`src/rtl/pbus_pkg.sv`:
```
package pbus_pkg;
    typedef enum logic [2:0] {
        ST_IDLE,
        ST_ALE_UP,
        ST_GAP_UP,
        ST_ALE_LOW,
        ST_GAP_LOW,
        ST_STROBE,
        ST_RECOVER
    } pbus_state_e;
endpackage

```
`src/rtl/pbus_fsm.sv`:
```
module pbus_fsm
    import pbus_pkg::*;
#(
    parameter int STB_CYC = 2
) (
    input  logic        clk,
    input  logic        rst_n,
    input  logic        accept,
    input  logic        byte_mode_in,
    output pbus_state_e state,
    output logic        strobe_last
);
    localparam int CNT_W = (STB_CYC > 1) ? $clog2(STB_CYC) : 1;
    localparam logic [CNT_W-1:0] CNT_LAST = CNT_W'(STB_CYC - 1);

    pbus_state_e      state_nx;
    logic [CNT_W-1:0] cnt_q;

    assign strobe_last = (state == ST_STROBE) && (cnt_q == CNT_LAST);

    always_comb begin
        state_nx = state;
        unique case (state)
            ST_IDLE:    if (accept) state_nx = byte_mode_in ? ST_ALE_UP : ST_ALE_LOW;
            ST_ALE_UP:  state_nx = ST_GAP_UP;
            ST_GAP_UP:  state_nx = ST_ALE_LOW;
            ST_ALE_LOW: state_nx = ST_GAP_LOW;
            ST_GAP_LOW: state_nx = ST_STROBE;
            ST_STROBE:  if (strobe_last) state_nx = ST_RECOVER;
            ST_RECOVER: state_nx = ST_IDLE;
            default:    state_nx = ST_IDLE;
        endcase
    end

    always_ff @(posedge clk or negedge rst_n) begin
        if (!rst_n) begin
            state <= ST_IDLE;
            cnt_q <= '0;
        end else begin
            state <= state_nx;
            if (state == ST_STROBE && !strobe_last)
                cnt_q <= cnt_q + 1'b1;
            else
                cnt_q <= '0;
        end
    end
endmodule

```
`src/rtl/pbus_req_reg.sv`:
```
module pbus_req_reg #(
    parameter int ADDR_W = 24,
    parameter int AD_W   = 16,
    parameter int BYTE_W = 8
) (
    input  logic              clk,
    input  logic              rst_n,
    input  logic              accept,
    input  logic              req_write,
    input  logic              req_byte_mode,
    input  logic [ADDR_W-1:0] req_addr,
    input  logic [AD_W-1:0]   req_wdata,
    input  logic              strobe_last,
    input  logic [AD_W-1:0]   ad_in,
    output logic              write_q,
    output logic              byte_q,
    output logic [ADDR_W-1:0] addr_q,
    output logic [AD_W-1:0]   wdata_q,
    output logic [AD_W-1:0]   rdata_q
);
    always_ff @(posedge clk or negedge rst_n) begin
        if (!rst_n) begin
            write_q <= 1'b0;
            byte_q  <= 1'b0;
            addr_q  <= '0;
            wdata_q <= '0;
            rdata_q <= '0;
        end else begin
            if (accept) begin
                write_q <= req_write;
                byte_q  <= req_byte_mode;
                addr_q  <= req_addr;
                wdata_q <= req_wdata;
            end
            if (strobe_last && !write_q) begin
                if (byte_q)
                    rdata_q <= {{(AD_W-BYTE_W){1'b0}}, ad_in[BYTE_W-1:0]};
                else
                    rdata_q <= ad_in;
            end
        end
    end
endmodule

```
`src/rtl/pbus_pin_drive.sv`:
```
module pbus_pin_drive
    import pbus_pkg::*;
#(
    parameter int ADDR_W = 24,
    parameter int AD_W   = 16,
    parameter int BYTE_W = 8
) (
    input  pbus_state_e       state,
    input  logic              write_q,
    input  logic              byte_q,
    input  logic [ADDR_W-1:0] addr_q,
    input  logic [AD_W-1:0]   wdata_q,
    output logic              ale,
    output logic              rd_n,
    output logic              wr_n,
    output logic              ad_oe,
    output logic [AD_W-1:0]   ad_out,
    output logic              done,
    output logic              ready
);
    localparam int HI_W = ADDR_W - AD_W;

    logic [AD_W-1:0] addr_hi_word;
    logic [AD_W-1:0] addr_lo_word;
    logic [AD_W-1:0] data_word;

    assign addr_hi_word = {{(AD_W-HI_W){1'b0}}, addr_q[ADDR_W-1:AD_W]};
    assign addr_lo_word = addr_q[AD_W-1:0];
    assign data_word    = byte_q ? {{(AD_W-BYTE_W){1'b0}}, wdata_q[BYTE_W-1:0]} : wdata_q;

    always_comb begin
        ale    = 1'b0;
        rd_n   = 1'b1;
        wr_n   = 1'b1;
        ad_oe  = 1'b0;
        ad_out = '0;
        done   = 1'b0;
        ready  = 1'b0;
        unique case (state)
            ST_IDLE: ready = 1'b1;
            ST_ALE_UP: begin
                ale    = 1'b1;
                ad_oe  = 1'b1;
                ad_out = addr_hi_word;
            end
            ST_GAP_UP: begin
                ad_oe  = 1'b1;
                ad_out = addr_hi_word;
            end
            ST_ALE_LOW: begin
                ale    = 1'b1;
                ad_oe  = 1'b1;
                ad_out = addr_lo_word;
            end
            ST_GAP_LOW: begin
                ad_oe  = 1'b1;
                ad_out = addr_lo_word;
            end
            ST_STROBE: begin
                rd_n  = write_q;
                wr_n  = !write_q;
                ad_oe = write_q;
                if (write_q) ad_out = data_word;
            end
            ST_RECOVER: begin
                done  = 1'b1;
                ad_oe = write_q;
                if (write_q) ad_out = data_word;
            end
            default: ready = 1'b0;
        endcase
    end
endmodule

```
`src/rtl/pbus_master.sv`:
```
module pbus_master
    import pbus_pkg::*;
#(
    parameter int ADDR_W  = 24,
    parameter int AD_W    = 16,
    parameter int BYTE_W  = 8,
    parameter int STB_CYC = 2
) (
    input  logic              clk,
    input  logic              rst_n,
    input  logic              req_valid,
    input  logic              req_write,
    input  logic              req_byte_mode,
    input  logic [ADDR_W-1:0] req_addr,
    input  logic [AD_W-1:0]   req_wdata,
    output logic              req_ready,
    output logic              done,
    output logic [AD_W-1:0]   rdata,
    output logic [AD_W-1:0]   ad_out,
    output logic              ad_oe,
    input  logic [AD_W-1:0]   ad_in,
    output logic              ale,
    output logic              rd_n,
    output logic              wr_n
);
    pbus_state_e       state;
    logic              strobe_last;
    logic              accept;
    logic              write_q;
    logic              byte_q;
    logic [ADDR_W-1:0] addr_q;
    logic [AD_W-1:0]   wdata_q;

    assign accept = req_valid && req_ready;

    pbus_fsm #(.STB_CYC(STB_CYC)) u_fsm (
        .clk         (clk),
        .rst_n       (rst_n),
        .accept      (accept),
        .byte_mode_in(req_byte_mode),
        .state       (state),
        .strobe_last (strobe_last)
    );

    pbus_req_reg #(.ADDR_W(ADDR_W), .AD_W(AD_W), .BYTE_W(BYTE_W)) u_req (
        .clk          (clk),
        .rst_n        (rst_n),
        .accept       (accept),
        .req_write    (req_write),
        .req_byte_mode(req_byte_mode),
        .req_addr     (req_addr),
        .req_wdata    (req_wdata),
        .strobe_last  (strobe_last),
        .ad_in        (ad_in),
        .write_q      (write_q),
        .byte_q       (byte_q),
        .addr_q       (addr_q),
        .wdata_q      (wdata_q),
        .rdata_q      (rdata)
    );

    pbus_pin_drive #(.ADDR_W(ADDR_W), .AD_W(AD_W), .BYTE_W(BYTE_W)) u_pins (
        .state  (state),
        .write_q(write_q),
        .byte_q (byte_q),
        .addr_q (addr_q),
        .wdata_q(wdata_q),
        .ale    (ale),
        .rd_n   (rd_n),
        .wr_n   (wr_n),
        .ad_oe  (ad_oe),
        .ad_out (ad_out),
        .done   (done),
        .ready  (req_ready)
    );
endmodule

```
`config.mk`:
```
export PLATFORM = sky130hd
export DESIGN_NAME = pbus_master
export DESIGN_NICKNAME = d
export VERILOG_FILES = /design/src/rtl/pbus_pkg.sv /design/src/rtl/pbus_fsm.sv /design/src/rtl/pbus_req_reg.sv /design/src/rtl/pbus_pin_drive.sv /design/src/rtl/pbus_master.sv
export SDC_FILE = /design/constraint.sdc
export NUM_CORES = 1
export LEC_CHECK = 0
export BUFFER_PORTS_ARGS = -buffer_cell sky130_fd_sc_hd__buf_2
export CAP_MARGIN = 20
export CELL_PAD_IN_SITES_DETAIL_PLACEMENT = 1
export CELL_PAD_IN_SITES_GLOBAL_PLACEMENT = 1
export CORE_MARGIN = 1.5
export CORE_UTILIZATION = 25
export CTS_CLUSTER_DIAMETER = 200
export DETAILED_ROUTE_END_ITERATION = 12
export PLACE_DENSITY_LB_ADDON = 0.2
export SLEW_MARGIN = 0
export SYNTH_ARGS = -nofsm -noshare
export SYNTH_HDL_FRONTEND = slang
export SYNTH_HIERARCHICAL = 1
export SYNTH_SLANG_ARGS = --single-unit
export TNS_END_PERCENT = 1
```
`constraint.sdc`:
```
create_clock -name clk -period 3.25 [get_ports clk]
set_input_delay 0.325 -clock clk [delete_from_list [all_inputs] [get_ports clk]]
set_output_delay 0.325 -clock clk [all_outputs]
set_load 0.01 [all_outputs]
```
==> summary.txt <==
Run status
  • Status: completed

Yosys
  • Flops & latches, synth: 62
  • Post-synth top flop: dfrtp_1
  • Mapped Cells: 201
  • Yosys top cell by area: dfrtp_1
  • Post-synth ARST share: 1.00
  • Post-synth EDFFs: 0
  • Area contributors post-synth: dfrtp_1, mux2_2, mux2_4
  • Syn nets: 262
  • Count of cell types in the netlist: 27
  • Post-synth top area share: 0.551
  • Synth warn: 6
  • Avg Inst Size Synth: 14.0 um^2
  • Post-synthesis sequential area ratio: 0.551
  • Post-Syn Area: 0.00282 mm^2

STA
  • Max-slew headroom: 0.456
  • Final setup fails: 0
  • TNS Setup: 0 ps
  • Final hold vios: 0
  • RSZ-0062 raised after global routing: false
  • Worst slew pin tran: 816 ps
  • Worst Skew: 5.64 ps
  • Slew Limit Fails: 0
  • Final worst slack: 824 ps
  • Fin crit share: 0.746
  • Fin crit period: 2430 ps
  • Fmax: 0.412 GHz

Critical path
  • Critical path class: reg2out
  • CP endpoint kind: output port
  • CP Data Arrival Time: 2100 ps
  • Crit-path max cell delay: 580 ps
  • Slowest library cell on the worst path: dfrtp_1
  • FF-to-FF setup slack: 1230 ps
  • Family with the most delay on the worst path: flip-flops
  • Critical Path Source Type: flop
  • Cells along the critical path: xor2_2 -> buf_4 -> and4b_1 -> a22o_1 -> buf_2
  • Worst Path Required: 2920 ps
  • Buf/Inv on CP: 2
  • Worst Path Max Fanout: 17

Flow run
  • Max cap viols: 0

Clocking
  • CTS buffer count: 9
  • CTS tree: yes
  • Post-CTS Setup Bufs: 0
  • Hold_buf cts: 0
  • Clock slew at reported path FFs: 60 ps
  • Root Driver: clkbuf_16
  • # H-tree levels: 3
  • Clock Tree Buf Depth: 2
  • Sink Count: 62
  • CTS resizes: 0
  • Clk Latency, worst-skew pair: 320 ps

Detailed routing
  • Iteration-0 DRC Markers: 48
  • Detailed Routing Iterations Pass 1: 3
  • Post-DR vias/cell: 4.58
  • Via count: 2053
  • DRC Markers: 0
  • WL final: 7250 um
  • Routed Antenna Nets: 0
  • Wire per inst: 16.2 um

Pwr
  • Pwr per Cell Area: 1080 mW/mm^2
  • Overall power: 4.10 mW
  • Peak VDD IR: 288 uV
  • Leak: 1.74 nW

Cells and area
  • Layout cells sized above 1: 0.591
  • Layout area overhead: 35.1%
  • FILL cells: 1202
  • Nets@finish: 364
  • Most common cell after layout, fill and taps aside: buf_2
  • N_diodes: 0
  • Non-Filler Instances: 448
  • Most frequent cells in the layout: buf_2, dfrtp_1, mux2_2

Floorplan
  • Die width: 109 um
  • Top Ports: 99
  • DIE AREA: 0.0119 mm^2
  • Initial Util: 0.258
  • Die Y: 109 um
  • Core ar.: 0.0109 mm^2
  • Site row count: 38

Place
  • Cells after DPL: 432
  • Pre-CTS setup slack: 1130 ps
  • Routability cong.: 0.678
  • IO Port Bufs: 98
  • DP HPWL: 4860 um

GRT
  • GRT overflow: 0
  • Vias in the first global route: 2217
  • Total GRT Usage: 0.130
  • Largest net degree at the start of global routing: 63
  • Initial antenna violation count: 0
  • Global-route wire length before repair: 11500 um

Min path
  • HP Class: in2async
[registers in the layout (all words and copies together), names as in the netlist]
register / cells
u_req/write_q: 1
u_fsm/state: 3
u_req/addr_q: 24
u_req/rdata_q: 16
u_req/byte_q: 1
u_req/wdata_q: 16
u_fsm/cnt_q: 1
[power by group]
part | internal (mW) | leakage (nW) | switching, mW | total, mW
Combinational | 0.817 | 0.837 | 0.711 | 1.53
Clock | 0.771 | 0.166 | 0.349 | 1.12
Sequential | 1.15 | 0.734 | 0.308 | 1.46
Total | 2.74 | 1.74 | 1.37 | 4.10
[worst paths after layout]
check,start,to,depth (start not counted)
max in group asynchronous,rst_n,u_req/addr_q[13]$_DFFE_PN0P_,2
worst max-delay path,u_fsm/state[1]$_DFFE_PN0P_,ad_out[9],5
min in group clk,req_wdata[9],u_req/wdata_q[9]$_DFFE_PN0P_,2
worst min-delay path,rst_n,u_req/rdata_q[14]$_DFFE_PN0P_,2
worst max register to register,u_fsm/state[2]$_DFFE_PN0P_,u_req/rdata_q[15]$_DFFE_PN0P_,6
worst min register to register,u_req/rdata_q[11]$_DFFE_PN0P_,u_req/rdata_q[11]$_DFFE_PN0P_,1
[layer usage]
metal,wire (um),track usage
met5,0,0
met4,119,0.0536
met3,374,0.0347
met2,3600,0.217
met1,3160,0.157
[layout make-up]
class / count / area, um^2 / share of cell area
multi-input cells: 125 / 1180 / 0.310
inverters: 1 / 3.75 / 0.000986
flip-flops and latches: 62 / 1550 / 0.408
clock buffers: 11 / 243 / 0.0638
well taps: 140 / 175 / 0.0460
clock inverters: 5 / 106 / 0.0279
repair buffers: 104 / 548 / 0.144
[logic make-up after synthesis]
family	after synthesis	share of synthesized area
AO/OA/AOI/OAI	37	0.101
XOR/XNOR	1	0.00577
buffers and inverters	14	0.0324
flip-flops	62	0.551
multiplexers	60	0.253
AND/OR/NAND/NOR	27	0.0577
[synth_stat cells (2+ instances only)]
cell       n
a21oi_1   10
a221oi_1   9
a22o_1     8
a32oi_1    8
and2_1     2
buf_4      6
buf_6      2
clkbuf_1   4
dfrtp_1   62
mux2_2    49
mux2_4    10
nand2_1    2
nand2b_1   2
nor2_1     3
nor2b_1   11
nor3_1     2
[per-stage QoR]
stage                     utilization  hold slack, ps  instance area [um^2]
after floorplan                     -            29.4                  2820
after detailed placement        0.316             492                  3460
after global routing            0.348             220                  3810
after CTS                       0.348             218                  3810
final                           0.348             185                  3810
after global placement          0.316             488                  3460
No activity file was read; power rests on OpenSTA's default activity.
